==> config.mk <==
export PLATFORM = sky130hd
export DESIGN_NAME = serial_reg_slave
export DESIGN_NICKNAME = d
export VERILOG_FILES = /design/src/rtl/srs_pkg.sv /design/src/rtl/srs_sync.sv /design/src/rtl/srs_frame.sv /design/src/rtl/srs_regfile.sv /design/src/rtl/serial_reg_slave.sv
export SDC_FILE = /design/constraint.sdc
export NUM_CORES = 1
export LEC_CHECK = 0
export ABC_AREA = 1
export CAP_MARGIN = 10
export CORE_UTILIZATION = 50
export DETAILED_ROUTE_END_ITERATION = 6
export GPL_TIMING_DRIVEN = 0
export PLACE_DENSITY = 0.69
export SYNTH_ARGS = -nofsm -noshare
export SYNTH_HDL_FRONTEND = slang
export SYNTH_SLANG_ARGS = --single-unit
export TNS_END_PERCENT = 5
==> constraint.sdc <==
create_clock -name clk -period 4.95 [get_ports clk]
set_input_delay 0.99 -clock clk [delete_from_list [all_inputs] [get_ports clk]]
set_output_delay 0.99 -clock clk [all_outputs]
set_load 0.01 [all_outputs]
==> src/rtl/srs_pkg.sv <==
package srs_pkg;

    localparam int unsigned BYTE_W = 8;
    localparam int unsigned OFF_W  = 4;
    localparam int unsigned TAG_W  = BYTE_W - 1 - OFF_W;

    localparam logic [BYTE_W-1:0] CTRL_RST = 8'h02;
    localparam logic [BYTE_W-1:0] GAIN_RST = 8'hFF;

    typedef struct packed {
        logic [1:0] pwr;
        logic [1:0] g1;
        logic [1:0] bank;
        logic       g2;
        logic       spare;
    } ctrl_t;

    typedef enum logic [2:0] {
        AMP_LOW   = 3'd0,
        AMP_MID1  = 3'd1,
        AMP_MID2  = 3'd2,
        AMP_HIGH1 = 3'd3,
        AMP_HIGH2 = 3'd4
    } amp_class_e;

    function automatic logic [TAG_W-1:0] window_tag(input logic [1:0] sel);
        case (sel)
            2'b00:   return 3'b000;
            2'b01:   return 3'b001;
            default: return 3'b111;
        endcase
    endfunction

    function automatic amp_class_e class_of(input ctrl_t c);
        if (c.g2)
            return c.g1[1] ? AMP_HIGH1 : AMP_HIGH2;
        case (c.g1)
            2'b10:   return AMP_MID1;
            2'b11:   return AMP_LOW;
            default: return AMP_MID2;
        endcase
    endfunction

endpackage

==> src/rtl/srs_sync.sv <==
module srs_sync #(
    parameter int unsigned STAGES = 2,
    parameter int unsigned W      = 3
) (
    input  logic         clk,
    input  logic         rst,
    input  logic [W-1:0] d,
    output logic [W-1:0] q
);
    logic [W-1:0] pipe [STAGES];

    for (genvar g = 0; g < STAGES; g++) begin : g_stage
        if (g == 0) begin : g_first
            always_ff @(posedge clk) begin
                if (rst) pipe[g] <= '0;
                else     pipe[g] <= d;
            end
        end else begin : g_next
            always_ff @(posedge clk) begin
                if (rst) pipe[g] <= '0;
                else     pipe[g] <= pipe[g-1];
            end
        end
    end

    assign q = pipe[STAGES-1];
endmodule

==> src/rtl/srs_frame.sv <==
module srs_frame
    import srs_pkg::*;
#(
    parameter int unsigned BW = BYTE_W
) (
    input  logic             clk,
    input  logic             rst,
    input  logic             sen_q,
    input  logic             sclk_q,
    input  logic             sdi_q,
    input  logic [1:0]       win_sel,
    input  logic [BW-1:0]    rd_data,
    output logic [OFF_W-1:0] reg_off,
    output logic             wr_en,
    output logic [BW-1:0]    wr_data,
    output logic             sdo,
    output logic             oe
);
    localparam int unsigned FRAME_LEN = 2 * BW;
    localparam int unsigned CNT_W     = $clog2(FRAME_LEN + 1);
    localparam logic [CNT_W-1:0] CNT_HDR  = CNT_W'(BW - 1);
    localparam logic [CNT_W-1:0] CNT_DATA = CNT_W'(BW);
    localparam logic [CNT_W-1:0] CNT_LAST = CNT_W'(FRAME_LEN - 1);
    localparam logic [CNT_W-1:0] CNT_END  = CNT_W'(FRAME_LEN);

    logic             sclk_d;
    logic [CNT_W-1:0] cnt;
    logic [BW-2:0]    shreg;
    logic [BW-1:0]    txreg;
    logic [OFF_W-1:0] off_q;
    logic             is_rd, is_hit, oe_q;
    logic             rise, fall, hit_now;
    logic [BW-1:0]    byte_now;

    assign rise     = sen_q &  sclk_q & ~sclk_d;
    assign fall     = sen_q & ~sclk_q &  sclk_d;
    assign byte_now = {shreg, sdi_q};
    assign hit_now  = byte_now[BW-2:OFF_W] == window_tag(win_sel);

    always_ff @(posedge clk) begin
        if (rst) begin
            sclk_d <= 1'b0;
            cnt    <= '0;
            shreg  <= '0;
            txreg  <= '0;
            off_q  <= '0;
            is_rd  <= 1'b0;
            is_hit <= 1'b0;
            oe_q   <= 1'b0;
        end else begin
            sclk_d <= sclk_q;
            if (!sen_q) begin
                cnt    <= '0;
                is_rd  <= 1'b0;
                is_hit <= 1'b0;
                oe_q   <= 1'b0;
            end else begin
                if (rise) begin
                    shreg <= byte_now[BW-2:0];
                    if (cnt != CNT_END) cnt <= cnt + 1'b1;
                    if (cnt == CNT_HDR) begin
                        off_q  <= byte_now[OFF_W-1:0];
                        is_rd  <= byte_now[BW-1];
                        is_hit <= hit_now;
                    end
                end
                if (fall && is_rd && is_hit && cnt >= CNT_DATA && cnt < CNT_END) begin
                    oe_q  <= 1'b1;
                    txreg <= (cnt == CNT_DATA) ? rd_data : {txreg[BW-2:0], 1'b0};
                end
            end
        end
    end

    assign wr_en   = rise && (cnt == CNT_LAST) && !is_rd && is_hit;
    assign wr_data = byte_now;
    assign reg_off = off_q;
    assign sdo     = txreg[BW-1];
    assign oe      = oe_q;
endmodule

==> src/rtl/srs_regfile.sv <==
module srs_regfile
    import srs_pkg::*;
#(
    parameter int unsigned NGAIN = 3
) (
    input  logic              clk,
    input  logic              rst,
    input  logic              wr_en,
    input  logic [OFF_W-1:0]  wr_off,
    input  logic [BYTE_W-1:0] wr_data,
    output logic [BYTE_W-1:0] rd_data,
    output logic              pwr_on,
    output logic [BYTE_W-1:0] gain_code,
    output amp_class_e        amp_class
);
    ctrl_t             ctrl_q;
    logic [BYTE_W-1:0] gain_q [NGAIN];

    always_ff @(posedge clk) begin
        if (rst)
            ctrl_q <= ctrl_t'(CTRL_RST);
        else if (wr_en && wr_off == '0)
            ctrl_q <= ctrl_t'({wr_data[BYTE_W-1:1], 1'b0});
    end

    for (genvar gi = 0; gi < NGAIN; gi++) begin : g_gain
        always_ff @(posedge clk) begin
            if (rst)
                gain_q[gi] <= GAIN_RST;
            else if (wr_en && wr_off == OFF_W'(gi + 1))
                gain_q[gi] <= wr_data;
        end
    end

    always_comb begin
        rd_data = '0;
        if (wr_off == '0) rd_data = ctrl_q;
        for (int i = 0; i < NGAIN; i++)
            if (wr_off == OFF_W'(i + 1)) rd_data = gain_q[i];
    end

    always_comb begin
        case (ctrl_q.bank)
            2'b10:   gain_code = gain_q[1];
            2'b11:   gain_code = gain_q[2];
            default: gain_code = gain_q[0];
        endcase
    end

    assign pwr_on    = ctrl_q.pwr == 2'b11;
    assign amp_class = class_of(ctrl_q);
endmodule

==> src/rtl/serial_reg_slave.sv <==
module serial_reg_slave
    import srs_pkg::*;
#(
    parameter int unsigned SYNC_STAGES = 2
) (
    input  logic       clk,
    input  logic       rst,
    input  logic       sen,
    input  logic       sclk,
    input  logic       sdio_in,
    input  logic [1:0] win_sel,
    output logic       sdio_out,
    output logic       sdio_oe,
    output logic       pwr_on,
    output logic [7:0] gain_code,
    output logic [2:0] amp_class
);
    logic              sen_q, sclk_q, sdi_q;
    logic [OFF_W-1:0]  reg_off;
    logic              wr_en;
    logic [BYTE_W-1:0] wr_data, rd_data;
    amp_class_e        cls;

    srs_sync #(.STAGES(SYNC_STAGES), .W(3)) u_sync (
        .clk (clk),
        .rst (rst),
        .d   ({sen, sclk, sdio_in}),
        .q   ({sen_q, sclk_q, sdi_q})
    );

    srs_frame u_frame (
        .clk     (clk),
        .rst     (rst),
        .sen_q   (sen_q),
        .sclk_q  (sclk_q),
        .sdi_q   (sdi_q),
        .win_sel (win_sel),
        .rd_data (rd_data),
        .reg_off (reg_off),
        .wr_en   (wr_en),
        .wr_data (wr_data),
        .sdo     (sdio_out),
        .oe      (sdio_oe)
    );

    srs_regfile u_regs (
        .clk       (clk),
        .rst       (rst),
        .wr_en     (wr_en),
        .wr_off    (reg_off),
        .wr_data   (wr_data),
        .rd_data   (rd_data),
        .pwr_on    (pwr_on),
        .gain_code (gain_code),
        .amp_class (cls)
    );

    assign amp_class = cls;
endmodule

==> impl.org <==
** GRT
- Largest net degree at the start of global routing :: 13
- The initial antenna violation count came to 0.
- Global routing used 23.9% of the available tracks across all layers.
- Wire length of the first global-routing pass :: 11,300 um
- Via count of the first global-routing pass :: 2,304
- Summed over all layers, the global routing overflow is 0.

** Synth
- Summing every instance area after synthesis gives 0.00307 mm^2.
- Top FF cell, synth :: sky130_fd_sc_hd__dfxtp_1
- Mapped Avg Cell Area :: 7.94 um^2
- Async set-or-reset flop fraction in the synthesized netlist :: 0%
- After synthesis, the netlist uses 29 different library cells.
- Synthesis inferred 65 register bits.
- The number of nets in the synthesized netlist is 396.
- The Yosys step of the flow raised 0 warnings.
- In this run, synthesis inferred 24 flip-flops with an integrated enable.
- Fraction of the yosys area taken by sequential cells :: 50.3%
- Gate count of the mapped netlist :: 386

** Floorplan
- Die footprint :: 0.00645 mm^2
- The core region is 0.00592 mm^2.
- The die is 80.3 um tall.
- 21 I/O pins were placed.
- Effective utilization at floorplan :: 51.8%
- The floorplan has 28 rows.
- In this run the horizontal extent of the chip is 80.3 um.

** Clock network
- Clock-pin slew was measured on the worst setup and hold paths at 80 ps.
- H-tree lvl count :: 3
- For this design, the sink count on the clock tree is 65.
- Clock insertion delay at the later pin of the skew report :: 350 ps
- Buffer depth of the longest clock path :: 2
- Post-CTS Hold Buffers :: 0
- Cells resized by post-CTS repair :: 0
- Buffers inserted during post-CTS setup optimization :: 0
- Clock tree synthesis selected as its root buffer the cell sky130_fd_sc_hd__clkbuf_8.
- TritonCTS built the clock tree.
- TritonCTS buffer count :: 9

** Final layout
- Share of cells above drive strength 1 :: 10.9%
- Fin nets :: 427
- Footprint of the multi-input gates :: 0.00126 mm^2
- 0 antenna diodes ended up in the layout.
- Relative area change from synthesis to final layout :: 16.0%
- Final Instance Area :: 0.00356 mm^2
- Across the whole layout, storage elements account for 0.00154 mm^2.
- Filler Cell Count :: 542
- Final core area utilization :: 60.1%

** STA
- After layout, the minimum clock period comes to 3230 ps.
- Unrepaired setup endpoints after global routing :: no
- Worst rel slew slack :: 66.7%
- Setup slack on the critical path of the routed design comes to 1720 ps.
- In the finished design, the share of the clock period the worst path needs comes to 65.3%.
- Transition time at the pin with the least slew margin :: 498 ps
- Fin. Hold Viols :: 0
- In the final timing run, aggregate negative setup slack is 0 ps.
- Clock skew on the completed layout was measured at 10.4 ps.
- Final number of max-transition violations :: 0
- Maximum operating frequency :: 310 MHz
- Setup violations remaining at the end of the flow were counted as 0.

** Detailed routing
- After detailed routing, the average wire length per cell comes to 14.2 um.
- Number of design rule violations left after detail routing :: 0
- In this run, the number of DRC markers left after iteration 0 of detailed routing was 266.
- Post-Route WL :: 7030 um
- Dividing the detail-routed via count by the number of cells gives 5.24.
- The routed layout has 2,603 vias.
- For this run, the detailed router's first-pass iteration total came to 7.
- ANT nets after route :: 0

** Place
- Before CTS, the worst setup slack after placement is 2060 ps.
- In this run the cell area measured after placement is 0.00336 mm^2.
- GP Congestion :: 0.853
- The HPWL after detailed placement is 5240 um.
- Port buffering added 20 buffers.

** Critical path
- CP Launch Type :: flip-flop
- For flop-to-flop paths, the worst setup slack is 2920 ps.
- Required time at the worst-slack endpoint :: 3960 ps
- Slowest Stage Delay on Critical Path :: 580 ps
- The worst register-to-register path ends at u_regs.gain_q[0][1]$_SDFFCE_PN1P_.
- Cell Chain, Critical Path :: clkinv_1 > nor2_1 > nand2_1 > o211ai_1 > clkdlybuf4s50_1
- Endpoint kind of the worst setup timing path :: output port
- The startpoint identified for the worst register-to-register timing path is u_frame.cnt[1]$_SDFFE_PP0P_.
- CP Max Fanout :: 10
- Max stage delay cell, worst path :: sky130_fd_sc_hd__clkdlybuf4s50_1
- For the worst setup path, the data arrival time is 2240 ps.
- Cell depth of the worst flop-to-flop path :: 9
- Type of the worst setup path :: flip-flop to output port

** Power and ir drop
- In this run the power density over the cells is 290 mW/mm^2.
- Leakage power :: 1.30 nW
- Peak VDD IR :: 0.000212 V

** Hold path
- For hold timing, the worst endpoint is u_sync.pipe[1][0]$_SDFF_PP0_.
- The min-delay analysis places its worst path in the category flip-flop to flip-flop.
- Depth of the worst hold-timing path :: 2
- Hold wc startpoint :: u_sync.pipe[0][0]$_SDFF_PP0_

** Outcome
- The run finished with clean final reports.

** Run
- Maximum capacitance violations :: 0
[kinds of logic (layout without fill, tap and decap cells)]
| group | count (synthesis) | count (layout) | share of synthesized area (%) |
|---|---|---|---|
| flip-flops | 65 | 65 | 50.3 |
| AO/OA/AOI/OAI | 70 | 70 | 12.0 |
| XOR/XNOR | 1 | 1 | 0.286 |
| buffers and inverters | 65 | 101 | 8.61 |
| adder cells (fa/ha/maj) | 3 | 3 | 1.22 |
| AND/OR/NAND/NOR | 182 | 182 | 27.6 |
[synth_stat cells (all sizes together) (8+ instances only)]
cell type,count,area (um^2)
a21oi,31,163
buf,8,50.0
dfxtp,41,821
edfxtp,24,721
inv,53,199
nand2,85,329
nand3,34,180
nand4,8,50.1
nor2,49,221
o21ai,35,175
[layer usage]
metal  vias up  global-route usage [%]  routed length, um
met5         -                       0                  0
met4         0                    11.1                136
met3        16                    4.43                420
met2        94                    35.5               3130
met1      1167                    33.5               3340
li1       1326                       -                  -
[worst max-delay path: cells and delay by family, from the launching register on]
kind / cells / cell delay (ps)
buffers and inverters: 2 / 830
AO/OA/AOI/OAI: 1 / 130
flip-flops: 1 / 370
AND/OR/NAND/NOR: 2 / 560
[state kept, by name, summed over array words and instances (netlist names)]
name / flops
u_frame.reg_off: 4
u_frame.sclk_d: 1
u_frame.is_hit: 1
u_frame.txreg: 8
u_regs.gain_q: 24
u_frame.cnt: 5
u_regs.ctrl_q: 7
u_frame.shreg: 7
u_frame.is_rd: 1
u_frame.oe: 1
u_sync.pipe: 6
[placed cells by master, fill, tap and decap left out, types with 3 or more instances in the layout]
| cell type | Yosys | final |
|---|---|---|
| sky130_fd_sc_hd__o21ai_1 | 5 | 5 |
| sky130_fd_sc_hd__nand2_2 | 4 | 4 |
| sky130_fd_sc_hd__a21oi_1 | 29 | 29 |
| sky130_fd_sc_hd__clkdlybuf4s50_1 | 0 | 20 |
| sky130_fd_sc_hd__ha_1 | 3 | 3 |
| sky130_fd_sc_hd__inv_2 | 4 | 4 |
| sky130_fd_sc_hd__clkbuf_1 | 3 | 4 |
| sky130_fd_sc_hd__clkinv_4 | 0 | 3 |
| sky130_fd_sc_hd__dfxtp_1 | 41 | 41 |
| sky130_fd_sc_hd__nor2_2 | 6 | 6 |
| sky130_fd_sc_hd__o21ai_0 | 30 | 30 |
| sky130_fd_sc_hd__nor2_1 | 40 | 40 |
| sky130_fd_sc_hd__nand2_1 | 81 | 81 |
| sky130_fd_sc_hd__buf_2 | 4 | 4 |
| sky130_fd_sc_hd__nand3b_1 | 3 | 3 |
| sky130_fd_sc_hd__edfxtp_1 | 24 | 24 |
| sky130_fd_sc_hd__clkbuf_8 | 0 | 9 |
| sky130_fd_sc_hd__nor2_4 | 3 | 3 |
| sky130_fd_sc_hd__nand3_1 | 32 | 32 |
| sky130_fd_sc_hd__nand4_1 | 8 | 8 |
| sky130_fd_sc_hd__inv_1 | 49 | 49 |
| sky130_fd_sc_hd__o211ai_1 | 3 | 3 |
[final cells by class]
| type | count | share of cell area [%] |
|---|---|---|
| multi-input cells | 256 | 35.4 |
| repair buffers | 20 | 5.63 |
| flip-flops and latches | 65 | 43.3 |
| plain buffers | 11 | 1.72 |
| well taps | 75 | 2.64 |
| inverters | 54 | 5.70 |
| clock buffers | 10 | 3.59 |
| clock inverters | 6 | 1.94 |
[through the flow]
stage	total power, mW	cells	hold slack (ps)
after floorplan	0.584	386	388
after global placement	0.595	481	391
after detailed placement	0.595	481	395
after CTS	1.04	497	405
after global routing	1.06	497	431
final	1.03	497	403
[how the worst max path moves through the flow]
stage	start	endpoint	cells after the start
after global placement	rst	u_regs.gain_q[2][6]$_SDFFCE_PN1P_	4
after CTS	u_regs.ctrl_q[3]$_SDFFE_PP0P_	gain_code[0]	5
after floorplan	u_regs.ctrl_q[3]$_SDFFE_PP0P_	gain_code[0]	4
after global routing	u_regs.ctrl_q[3]$_SDFFE_PP0P_	gain_code[0]	5
after detailed placement	rst	u_regs.gain_q[2][6]$_SDFFCE_PN1P_	4
final	u_regs.ctrl_q[3]$_SDFFE_PP0P_	gain_code[0]	5
[report_power, final]
group	internal (mW)	leakage, nW	switching (mW)
Combinational	0.00881	0.710	0.0168
Clock	0.234	0.0964	0.213
Sequential	0.555	0.494	0.00193
Total	0.798	1.30	0.232
No activity file was read; power rests on OpenSTA's default activity.
